## src/rtl/op_timing_pkg.sv

```systemverilog
// Shared codes for the instruction timing sequencer.
// Assumes class and mode inputs use these encodings; other values are undefined.
package op_timing_pkg;

    localparam int CLS_W  = 3;
    localparam int MODE_W = 4;

    typedef enum logic [CLS_W-1:0] {
        CL_LOAD   = 3'd0,
        CL_MOVE   = 3'd1,
        CL_ALU    = 3'd2,
        CL_BRANCH = 3'd3,
        CL_CALL   = 3'd4
    } op_class_e;

    typedef enum logic [MODE_W-1:0] {
        MD_REG     = 4'd0,
        MD_IND     = 4'd1,
        MD_PREDEC  = 4'd2,
        MD_POSTINC = 4'd3,
        MD_DISP    = 4'd4,
        MD_IMMQ    = 4'd5,
        MD_PORT    = 4'd6,
        MD_IMM     = 4'd7,
        MD_ABS     = 4'd8,
        MD_PCRELQ  = 4'd9,
        MD_PCREL   = 4'd10
    } op_mode_e;

    typedef enum logic [1:0] {
        PH_IDLE = 2'd0,
        PH_BASE = 2'd1,
        PH_SRC  = 2'd2,
        PH_DST  = 2'd3
    } phase_e;

endpackage

```

## src/rtl/op_cost_lut.sv

```systemverilog
// Operand cost lookup.
// Purely combinational: turns class, modes and branch outcome into source and
// destination phase lengths, and flags combinations with no defined cost.
// Assumes lengths fit in CNT_W bits (largest is 9).
module op_cost_lut
    import op_timing_pkg::*;
#(
    parameter int CNT_W = 4
) (
    input  logic [CLS_W-1:0]  op_class_i,
    input  logic [MODE_W-1:0] src_mode_i,
    input  logic [MODE_W-1:0] dst_mode_i,
    input  logic              taken_i,
    output logic [CNT_W-1:0]  src_len_o,
    output logic [CNT_W-1:0]  dst_len_o,
    output logic              illegal_o
);

    logic [3:0] src_c,  mv_c,  alu_c,  nt_c,  tk_c;
    logic       src_ok, mv_ok, alu_ok, nt_ok, tk_ok;
    logic [3:0] src_sel, dst_sel;
    logic       ok_sel;

    // Source operand cost for move and ALU classes.
    always_comb begin
        src_ok = 1'b1;
        src_c  = 4'd0;
        case (src_mode_i)
            MD_REG, MD_IMMQ, MD_PORT:    src_c = 4'd1;
            MD_IND, MD_POSTINC, MD_IMM:  src_c = 4'd2;
            MD_PREDEC:                   src_c = 4'd3;
            MD_DISP, MD_ABS:             src_c = 4'd4;
            default:                     src_ok = 1'b0;
        endcase
    end

    // Destination cost for the move class.
    always_comb begin
        mv_ok = 1'b1;
        mv_c  = 4'd0;
        case (dst_mode_i)
            MD_REG, MD_IND, MD_PREDEC, MD_POSTINC, MD_PORT: mv_c = 4'd2;
            MD_DISP, MD_ABS:                                mv_c = 4'd3;
            default:                                        mv_ok = 1'b0;
        endcase
    end

    // Destination cost for the ALU class.
    always_comb begin
        alu_ok = 1'b1;
        alu_c  = 4'd0;
        case (dst_mode_i)
            MD_REG, MD_PORT:     alu_c = 4'd2;
            MD_IND, MD_POSTINC:  alu_c = 4'd3;
            MD_PREDEC:           alu_c = 4'd4;
            MD_DISP, MD_ABS:     alu_c = 4'd5;
            default:             alu_ok = 1'b0;
        endcase
    end

    // Target cost for a branch whose condition fails.
    always_comb begin
        nt_ok = 1'b1;
        nt_c  = 4'd0;
        case (dst_mode_i)
            MD_DISP, MD_IMM, MD_PCREL:                     nt_c = 4'd3;
            MD_REG, MD_IND, MD_PREDEC, MD_POSTINC,
            MD_IMMQ, MD_PORT, MD_PCRELQ:                   nt_c = 4'd2;
            default:                                       nt_ok = 1'b0;
        endcase
    end

    // Target cost for a taken branch.
    always_comb begin
        tk_ok = 1'b1;
        tk_c  = 4'd0;
        case (dst_mode_i)
            MD_REG, MD_IMMQ, MD_PORT, MD_PCRELQ:     tk_c = 4'd5;
            MD_IND, MD_POSTINC, MD_IMM, MD_PCREL:    tk_c = 4'd6;
            MD_PREDEC:                               tk_c = 4'd7;
            MD_DISP:                                 tk_c = 4'd8;
            default:                                 tk_ok = 1'b0;
        endcase
    end

    // Class selection of the two phase lengths and legality.
    always_comb begin
        src_sel = 4'd0;
        dst_sel = 4'd0;
        ok_sel  = 1'b0;
        case (op_class_i)
            CL_LOAD: begin
                src_sel = 4'd1;
                dst_sel = 4'd2;
                ok_sel  = (dst_mode_i == MD_REG);
            end
            CL_MOVE: begin
                src_sel = src_c;
                dst_sel = mv_c;
                ok_sel  = src_ok && mv_ok;
            end
            CL_ALU: begin
                src_sel = src_c;
                dst_sel = alu_c;
                ok_sel  = src_ok && alu_ok;
            end
            CL_BRANCH, CL_CALL: begin
                src_sel = 4'd0;
                if (taken_i) begin
                    dst_sel = (op_class_i == CL_CALL) ? tk_c + 4'd1 : tk_c;
                    ok_sel  = tk_ok;
                end else begin
                    dst_sel = nt_c;
                    ok_sel  = nt_ok;
                end
            end
            default: ok_sel = 1'b0;
        endcase
    end

    // Illegal combinations collapse to zero operand time.
    assign illegal_o = !ok_sel;
    assign src_len_o = ok_sel ? CNT_W'(src_sel) : '0;
    assign dst_len_o = ok_sel ? CNT_W'(dst_sel) : '0;

endmodule

```

## src/rtl/op_req_hold.sv

```systemverilog
// Request capture.
// Latches phase lengths, error flag and total on an accepted start so that
// input changes during a run cannot alter it. Assumes accept_i is one cycle.
module op_req_hold #(
    parameter int CNT_W    = 4,
    parameter int BASE_CYC = 2
) (
    input  logic             clk,
    input  logic             rst_n,
    input  logic             accept_i,
    input  logic [CNT_W-1:0] src_len_i,
    input  logic [CNT_W-1:0] dst_len_i,
    input  logic             illegal_i,
    output logic [CNT_W-1:0] src_len_o,
    output logic [CNT_W-1:0] dst_len_o,
    output logic             err_o,
    output logic [CNT_W-1:0] total_o
);

    localparam logic [CNT_W-1:0] BASE_LEN = CNT_W'(BASE_CYC);

    // Capture the instruction's timing when a new run is accepted.
    always_ff @(posedge clk) begin
        if (!rst_n) begin
            src_len_o <= '0;
            dst_len_o <= '0;
            err_o     <= 1'b0;
            total_o   <= '0;
        end else if (accept_i) begin
            src_len_o <= src_len_i;
            dst_len_o <= dst_len_i;
            err_o     <= illegal_i;
            total_o   <= BASE_LEN + src_len_i + dst_len_i;
        end
    end

endmodule

```

## src/rtl/op_phase_fsm.sv

```systemverilog
// Phase sequencer.
// Walks base, source and destination phases with one down-counter, skipping
// empty phases, and flags the final cycle. Assumes BASE_CYC >= 1 so the
// latched lengths are valid before the base phase ends.
module op_phase_fsm
    import op_timing_pkg::*;
#(
    parameter int CNT_W    = 4,
    parameter int BASE_CYC = 2
) (
    input  logic             clk,
    input  logic             rst_n,
    input  logic             start_i,
    input  logic [CNT_W-1:0] src_len_i,
    input  logic [CNT_W-1:0] dst_len_i,
    output logic             accept_o,
    output phase_e           phase_o,
    output logic             done_o
);

    localparam logic [CNT_W-1:0] ONE       = CNT_W'(1);
    localparam logic [CNT_W-1:0] BASE_LAST = CNT_W'(BASE_CYC - 1);

    phase_e           phase_q, phase_n;
    logic [CNT_W-1:0] cnt_q,   cnt_n;

    assign accept_o = start_i && (phase_q == PH_IDLE);

    // Next phase and remaining-cycle count.
    always_comb begin
        phase_n = phase_q;
        cnt_n   = cnt_q;
        if (phase_q == PH_IDLE) begin
            if (start_i) begin
                phase_n = PH_BASE;
                cnt_n   = BASE_LAST;
            end
        end else if (cnt_q != '0) begin
            cnt_n = cnt_q - ONE;
        end else if (phase_q == PH_BASE && src_len_i != '0) begin
            phase_n = PH_SRC;
            cnt_n   = src_len_i - ONE;
        end else if (phase_q != PH_DST && dst_len_i != '0) begin
            phase_n = PH_DST;
            cnt_n   = dst_len_i - ONE;
        end else begin
            phase_n = PH_IDLE;
            cnt_n   = '0;
        end
    end

    // Phase and counter registers.
    always_ff @(posedge clk) begin
        if (!rst_n) begin
            phase_q <= PH_IDLE;
            cnt_q   <= '0;
        end else begin
            phase_q <= phase_n;
            cnt_q   <= cnt_n;
        end
    end

    // Final cycle: a running phase that is about to return to idle.
    assign done_o  = (phase_q != PH_IDLE) && (phase_n == PH_IDLE);
    assign phase_o = phase_q;

endmodule

```

## src/rtl/op_timing_seq.sv

```systemverilog
// Multicycle instruction timing sequencer, top level.
// Accepts a start while idle, computes operand costs, latches them and paces
// the phases. Assumes start is synchronous to clk; starts while busy are dropped.
module op_timing_seq
    import op_timing_pkg::*;
#(
    parameter int CNT_W    = 4,
    parameter int BASE_CYC = 2
) (
    input  logic              clk,
    input  logic              rst_n,
    input  logic              start_i,
    input  logic [CLS_W-1:0]  op_class_i,
    input  logic [MODE_W-1:0] src_mode_i,
    input  logic [MODE_W-1:0] dst_mode_i,
    input  logic              taken_i,
    output logic              busy_o,
    output logic              done_o,
    output logic [1:0]        phase_o,
    output logic              err_o,
    output logic [CNT_W-1:0]  cycles_o
);

    logic [CNT_W-1:0] src_raw, dst_raw, src_q, dst_q;
    logic             illegal, err_q, accept;
    phase_e           phase;

    op_cost_lut #(.CNT_W(CNT_W)) u_cost (
        .op_class_i (op_class_i),
        .src_mode_i (src_mode_i),
        .dst_mode_i (dst_mode_i),
        .taken_i    (taken_i),
        .src_len_o  (src_raw),
        .dst_len_o  (dst_raw),
        .illegal_o  (illegal)
    );

    op_req_hold #(.CNT_W(CNT_W), .BASE_CYC(BASE_CYC)) u_hold (
        .clk       (clk),
        .rst_n     (rst_n),
        .accept_i  (accept),
        .src_len_i (src_raw),
        .dst_len_i (dst_raw),
        .illegal_i (illegal),
        .src_len_o (src_q),
        .dst_len_o (dst_q),
        .err_o     (err_q),
        .total_o   (cycles_o)
    );

    op_phase_fsm #(.CNT_W(CNT_W), .BASE_CYC(BASE_CYC)) u_fsm (
        .clk       (clk),
        .rst_n     (rst_n),
        .start_i   (start_i),
        .src_len_i (src_q),
        .dst_len_i (dst_q),
        .accept_o  (accept),
        .phase_o   (phase),
        .done_o    (done_o)
    );

    // Status outputs derived from the phase.
    assign busy_o  = (phase != PH_IDLE);
    assign phase_o = phase;
    assign err_o   = err_q && busy_o;

endmodule

```

## config.mk

```make
export PLATFORM = sky130hd
export DESIGN_NAME = op_timing_seq
export DESIGN_NICKNAME = d
export VERILOG_FILES = /design/src/rtl/op_timing_pkg.sv /design/src/rtl/op_cost_lut.sv /design/src/rtl/op_req_hold.sv /design/src/rtl/op_phase_fsm.sv /design/src/rtl/op_timing_seq.sv
export SDC_FILE = /design/constraint.sdc
export NUM_CORES = 1
export LEC_CHECK = 0
export ABC_AREA = 1
export BUFFER_PORTS_ARGS = -buffer_cell sky130_fd_sc_hd__buf_2
export CAP_MARGIN = 0
export CORE_MARGIN = 2
export CORE_UTILIZATION = 51
export DETAILED_ROUTE_END_ITERATION = 16
export PLACE_DENSITY = 0.73
export RECOVER_POWER = 25
export SYNTH_ARGS = -nofsm -noshare
export SYNTH_HDL_FRONTEND = slang
export SYNTH_SLANG_ARGS = --single-unit
```

## constraint.sdc

```tcl
create_clock -name clk -period 2.9 [get_ports clk]
set_input_delay 0.58 -clock clk [delete_from_list [all_inputs] [get_ports clk]]
set_output_delay 0.58 -clock clk [all_outputs]
set_load 0.005 [all_outputs]
```

# Yosys cells after proc, flatten, opt, wreduce, memory -nomap -nowiden
# Index checks and enable logic that the tools add are counted.
[word_totals]
out_inout_bits = 9
in_bits = 15
regBits = 19
word_cells = 94
[classes]
eq_ne = 25
n_reduce_logical = 32
muxes = 25
add_sub_neg = 6
[ops]
columns = ["op", "n"]
rows = [
  ["$eq A4 B3 Y1 const B", 8],
  ["$mux W4", 8],
  ["$pmux W4 S4", 2],
  ["$pmux W3 S4", 2],
  ["$eq A4 B2 Y1 const B", 4],
  ["$eq A4 B4 Y1 const B", 4],
  ["$reduce_or A7 Y1", 2],
  ["$reduce_bool A4 Y1", 3],
  ["$reduce_or A2 Y1", 6],
  ["$sub A4 B1 Y4 const B", 3],
  ["$mux W2", 5],
  ["$reduce_or A10 Y1", 1],
  ["$reduce_or A3 Y1", 3],
  ["$reduce_or A9 Y1", 1],
  ["$eq A4 B1 Y1 const B", 2],
  ["$logic_not A4 Y1", 2],
  ["$pmux W2 S2", 2],
  ["$reduce_or A4 Y1", 2],
  ["$eq A3 B2 Y1 const B", 2],
  ["$logic_and A1 B1 Y1", 6],
  ["$pmux W3 S2", 1],
  ["$reduce_or A5 Y1", 1],
  ["$add A2 B3 Y4 const A", 1],
  ["$add A4 B1 Y4 const B", 1],
  ["12 further kinds", 16],
]

# Logic depth before layout (Yosys ltp)
[depth]
depth_word = 9
ltp_mapped = 24
mapped_depth_nobuf = 24

# Modules after synthesis
# From an unflattened synthesis, not the netlist that was laid out.
[hier_totals]
hier_cells = 292
area_unflattened_um2 = 1769.2
[modules_own_cells]
columns = ["module", "cells_per_inst", "n_inst", "seq_area_each_um2", "area_per_inst_um2"]
rows = [
  ["op_req_hold", 80, 1, 260.2, 604.3],
  ["op_phase_fsm", 97, 1, 120.1, 594.3],
  ["op_cost_lut", 111, 1, 0.0, 553.0],
  ["op_timing_seq", 4, 1, 0.0, 17.5],
]

# Worst setup path after synthesis
# Ideal clock, no wire load.
[synth_timing]
path_kind = "input-to-reg"
start = "input port dst_mode_i[2]"
end = "register u_hold.total_o[3]"
t_required_ns = 2.791
path_stages = 23
path_slack_ns = -0.153
arrival_ns = 2.945
path_buffers = 0
setup_time_ns = 0.109
path_cell_list = "inv_1 > nor2_4 > nand2_1 > nand2_1 > nor2_1 > nand2_1 > ha_1 > nand2_1 > nand2_1 > inv_1 > nand2_1 > o21ai_1 > nand2_1 > nand2_1 > ha_1 > inv_1 > ha_1 > fa_1 > xor2_1 > nand3b_1 > nand3_1 > nand2_1 > inv_1"
[synth_via]
elab_chain_cells = 9
elab_cells_between_ends = 37
classes_between = "add/sub (3); eq/ne (10); mux (12); reduce/logical (12)"
[synth_rtl]
columns = ["item", "line_no", "rtl"]
rows = [
  ["start: declaration", "op_timing_seq.sv:15", "input logic [MODE_W-1:0] dst_mode_i,"],
  ["$eq A4 B1 Y1, or another cell as far along", "-", ""],
  ["$reduce_or A4 Y1", "-", ""],
  ["$pmux W4 S4", "op_cost_lut.sv:77", "case (dst_mode_i)"],
  ["$add A4 B1 Y4", "op_cost_lut.sv:110", "dst_sel = (op_class_i == CL_CALL) ? tk_c + 4'd1 : tk_c;"],
  ["$mux W4", "op_cost_lut.sv:110", ""],
  ["$mux W4", "op_cost_lut.sv:109", "if (taken_i) begin"],
  ["$pmux W4 S4", "op_cost_lut.sv:91", "case (op_class_i)"],
  ["$mux W4", "op_cost_lut.sv:124", "assign dst_len_o = ok_sel ? CNT_W'(dst_sel) : '0;"],
  ["$add A4 B4 Y4 *", "op_req_hold.sv:33", "total_o <= BASE_LEN + src_len_i + dst_len_i;"],
  ["end signal: assignment", "op_req_hold.sv:33", ""],
  ["end: declaration", "op_req_hold.sv:17", "output logic [CNT_W-1:0] total_o"],
]
# Every way passes the cells marked *; elsewhere a longest branch is shown, timed or not.
# A chain may end at the register's enable or synchronous reset.

# Worst setup path in the final report
# Same ends and word-level chain as after synthesis.

==> results.sh <==
export IMPL_crit_path_max_fanout=4
export IMPL_rsz0062_at_grt="yes"
export IMPL_worst_ep_required_time_ns=3.14
export IMPL_drt_iter0_drc=59
export IMPL_vias=1718
export IMPL_htreeDepth=1
export IMPL_seq_area_frac_synth=0.2396
export IMPL_portBuffers=23
export IMPL_drv_cap=0
export IMPL_relSlewSlack=0.7986
export IMPL_ctsLongestPathBuffers=2
export IMPL_arrival_ns=3.15
export IMPL_grt_first_pass_wirelength_um=6651
export IMPL_peakVddDrop_mv=0.7100
export IMPL_post_route_period_util=1.003
export IMPL_cts_hold_buf=0
export IMPL_cts_tree="built"
export IMPL_min_delay_path_class="flop to flop"
export IMPL_setup_viol=1
export IMPL_status="finished with violations"
export IMPL_grt_max_degree=23
export IMPL_antenna_cells=0
export IMPL_post_route_min_period_ns=2.908
export IMPL_antenna_found_initial=0
export IMPL_path_class="primary input to flop"
export IMPL_power_total_uw=1028
export IMPL_num_fill_cells=230
export IMPL_vias_per_cell=4.994
export IMPL_hpwl_um=2819
export IMPL_clk_insertion_delay_late_ns=0.30
export IMPL_drtPass1Iterations=4
export IMPL_gp_congestion=0.8859
export IMPL_final_util=0.7458
export IMPL_syn_inst=248
export IMPL_clock_fmax_mhz=343.9
export IMPL_cts_sinks=18
export IMPL_drc=0
export IMPL_wl_per_cell_um=11.44
export IMPL_ios=24
export IMPL_yosys_register_bits=18
export IMPL_seqCellArea_sq_um=360.3
export IMPL_syn_nets=275
export IMPL_initial_core_util=0.5407
export IMPL_wl_um=3934
export IMPL_ys_warn_count=0
export IMPL_die_area_sq_um=3399
export IMPL_cts_buffers=3
export IMPL_maxSlewViolCount=0
export IMPL_die_w_um=58.31
export IMPL_cts_root_buf="clkbuf_4"
export IMPL_p_leak_uw=0.001113
export IMPL_placed_cells=328
export IMPL_startpoint_type="primary input"
export IMPL_worst_slack_ns=-0.007800
export IMPL_path_clk_slew_ns=0.11
export IMPL_final_nets=341
export IMPL_multi_input_area_sq_um=1032
export IMPL_crit_path_end_kind="flop"
export IMPL_worstHoldPathCells=2
export IMPL_finClkSkew_ns=0.01031
export IMPL_syn_area_sq_um=1504
export IMPL_grt_pass1_vias=1590
export IMPL_fin_cells=344
export IMPL_layout_drive_gt1_share=0.3003
export IMPL_worst_slew_pin_slew_ns=0.2989
export IMPL_finalSetupTns_ns=-0.007800
export IMPL_core_area_sq_um=2781
export IMPL_r2r_cells=8
export IMPL_power_density_nw_per_um2=495.5
export IMPL_final_hold_viol_count=0
export IMPL_yosysUniqueCellTypes=26
export IMPL_failed_checks="setup timing"
export IMPL_grt_ovfl_total=0
export IMPL_whs_ns=0.4803
export IMPL_areaGrowthSynthToFinish_pct=37.94
export IMPL_grt_usage=0.2470
export IMPL_die_h_um=58.31
export IMPL_drtAntennaViolNets=0
export IMPL_rows=19
export IMPL_avgSynthCellArea_sq_um=6.064
power breakdown:
group / total, uW / internal, uW / switching, uW
clock network: 158 / 76.5 / 81.0
registers: 343 / 302 / 41.0
logic: 527 / 219 / 308
layout make-up:
cell class              count  area share
well taps                  31     0.01870
repair buffers             64      0.2129
inverters                  43     0.07961
multi-input cells         184      0.4976
flip-flops and latches     18      0.1737
clock buffers               4     0.01749
per-layer routing:
metal / vias up / share of wire / track usage
met5: - / 0 / 0
met4: 0 / 0.0069 / 0.05316
met3: 4 / 0.038 / 0.04615
met2: 30 / 0.47 / 0.3965
met1: 762 / 0.49 / 0.3456
li1: 922 / - / -
state kept, by name, indices dropped and copies added (netlist names):
| name | count |
|---|---|
| u_fsm.phase_o | 2 |
| u_hold.total_o | 4 |
| u_hold.src_len_o | 3 |
| u_fsm.cnt_q | 4 |
| u_hold.err_o | 1 |
| u_hold.dst_len_o | 4 |
cell usage in the layout, fill, tap and decap left out, types with 4 or more instances in the layout:
cell type  netlist  layout
buf_2            2      20
o221ai_1         4       4
nand2_1         64      58
nor2_4           3       4
o21ai_0         22      22
nand2_2          1       7
inv_2            1       5
inv_1           41      36
dfxtp_1         18      18
a21oi_1         19      18
buf_4            0      40
ha_1            11       9
nand3_1         15      15
nor2_1          29      25
critical path: stages:
cell        delay, ns
buf_8            0.10
clkinvlp_4       0.07
buf_6            0.10
nor2_4           0.04
nand2_1          0.05
nand2_1          0.09
nor2_4           0.10
inv_1            0.05
ha_1             0.26
nand2_1          0.04
nand2_1          0.05
inv_1            0.03
nand2_1          0.04
o21ai_1          0.06
nand2_1          0.07
nand2_1          0.07
ha_1             0.29
inv_2            0.04
ha_2             0.17
fa_2             0.35
xor2_2           0.15
nand3b_1         0.15
nand3_1          0.09
nand2_1          0.05
inv_1            0.05
Yosys cell counts:
cell type	instances	area share
a21oi_1	19	0.063
o21ai_1	1	0.0033
inv_1	41	0.10
fa_1	1	0.013
nor3_1	2	0.0067
xor2_1	2	0.012
a21boi_0	1	0.0050
nand3_1	15	0.050
buf_1	1	0.0025
inv_2	1	0.0025
xnor2_1	3	0.017
nand4_1	2	0.0083
nand2_1	64	0.16
o21ai_0	22	0.073
or2_2	1	0.0042
nand2_2	1	0.0042
nand3b_1	1	0.0050
ha_1	11	0.092
clkinv_1	1	0.0025
dfxtp_1	18	0.24
o211ai_1	1	0.0050
a31oi_1	1	0.0042
buf_2	2	0.0067
nor2_1	29	0.072
o221ai_1	4	0.023
nor2_4	3	0.022
repair_timing:
item                       in CTS  in global routing
buffers inserted               12                  0
gates resized for setup         8                 15
pin swaps                      12                  6
setup endpoints to repair       2                  3
cloned                          0                  0
metrics by stage:
step	worst slack [ns]	instance area, sq um
2_1_floorplan	-0.08998	1518
3_3_place_gp	-0.4159	1876
3_5_place_dp	-0.4844	1876
4_1_cts	-0.02107	2038
5_1_grt	-0.1879	2074
6_report	-0.007800	2074
worst paths after layout:
kind                                          from                             end  slack (ns)
setup / recovery                     dst_mode_i[2]  u_hold.total_o[3]$_SDFFE_PN0P_      -0.008
hold / removal         u_fsm.cnt_q[1]$_SDFFE_PN0P_     u_fsm.cnt_q[1]$_SDFFE_PN0P_        0.48
setup reg to reg  u_hold.src_len_o[0]$_SDFFE_PN0P_     u_fsm.phase_o[0]$_SDFF_PN0_        1.33
hold reg to reg        u_fsm.cnt_q[1]$_SDFFE_PN0P_     u_fsm.cnt_q[1]$_SDFFE_PN0P_        0.48
logic make-up (layout without fill, tap and decap cells):
kind of cell | Yosys count | in the layout | synth area share
buffers and inverters | 46 | 111 | 0.1165
DFF | 18 | 18 | 0.2396
adders and majority gates | 12 | 12 | 0.1048
xor gates and xnor gates | 5 | 5 | 0.02912
AOI/OAI and AO/OA | 49 | 49 | 0.1772
and+or+nand+nor | 118 | 118 | 0.3328
Power figures use the tool's default switching activity.
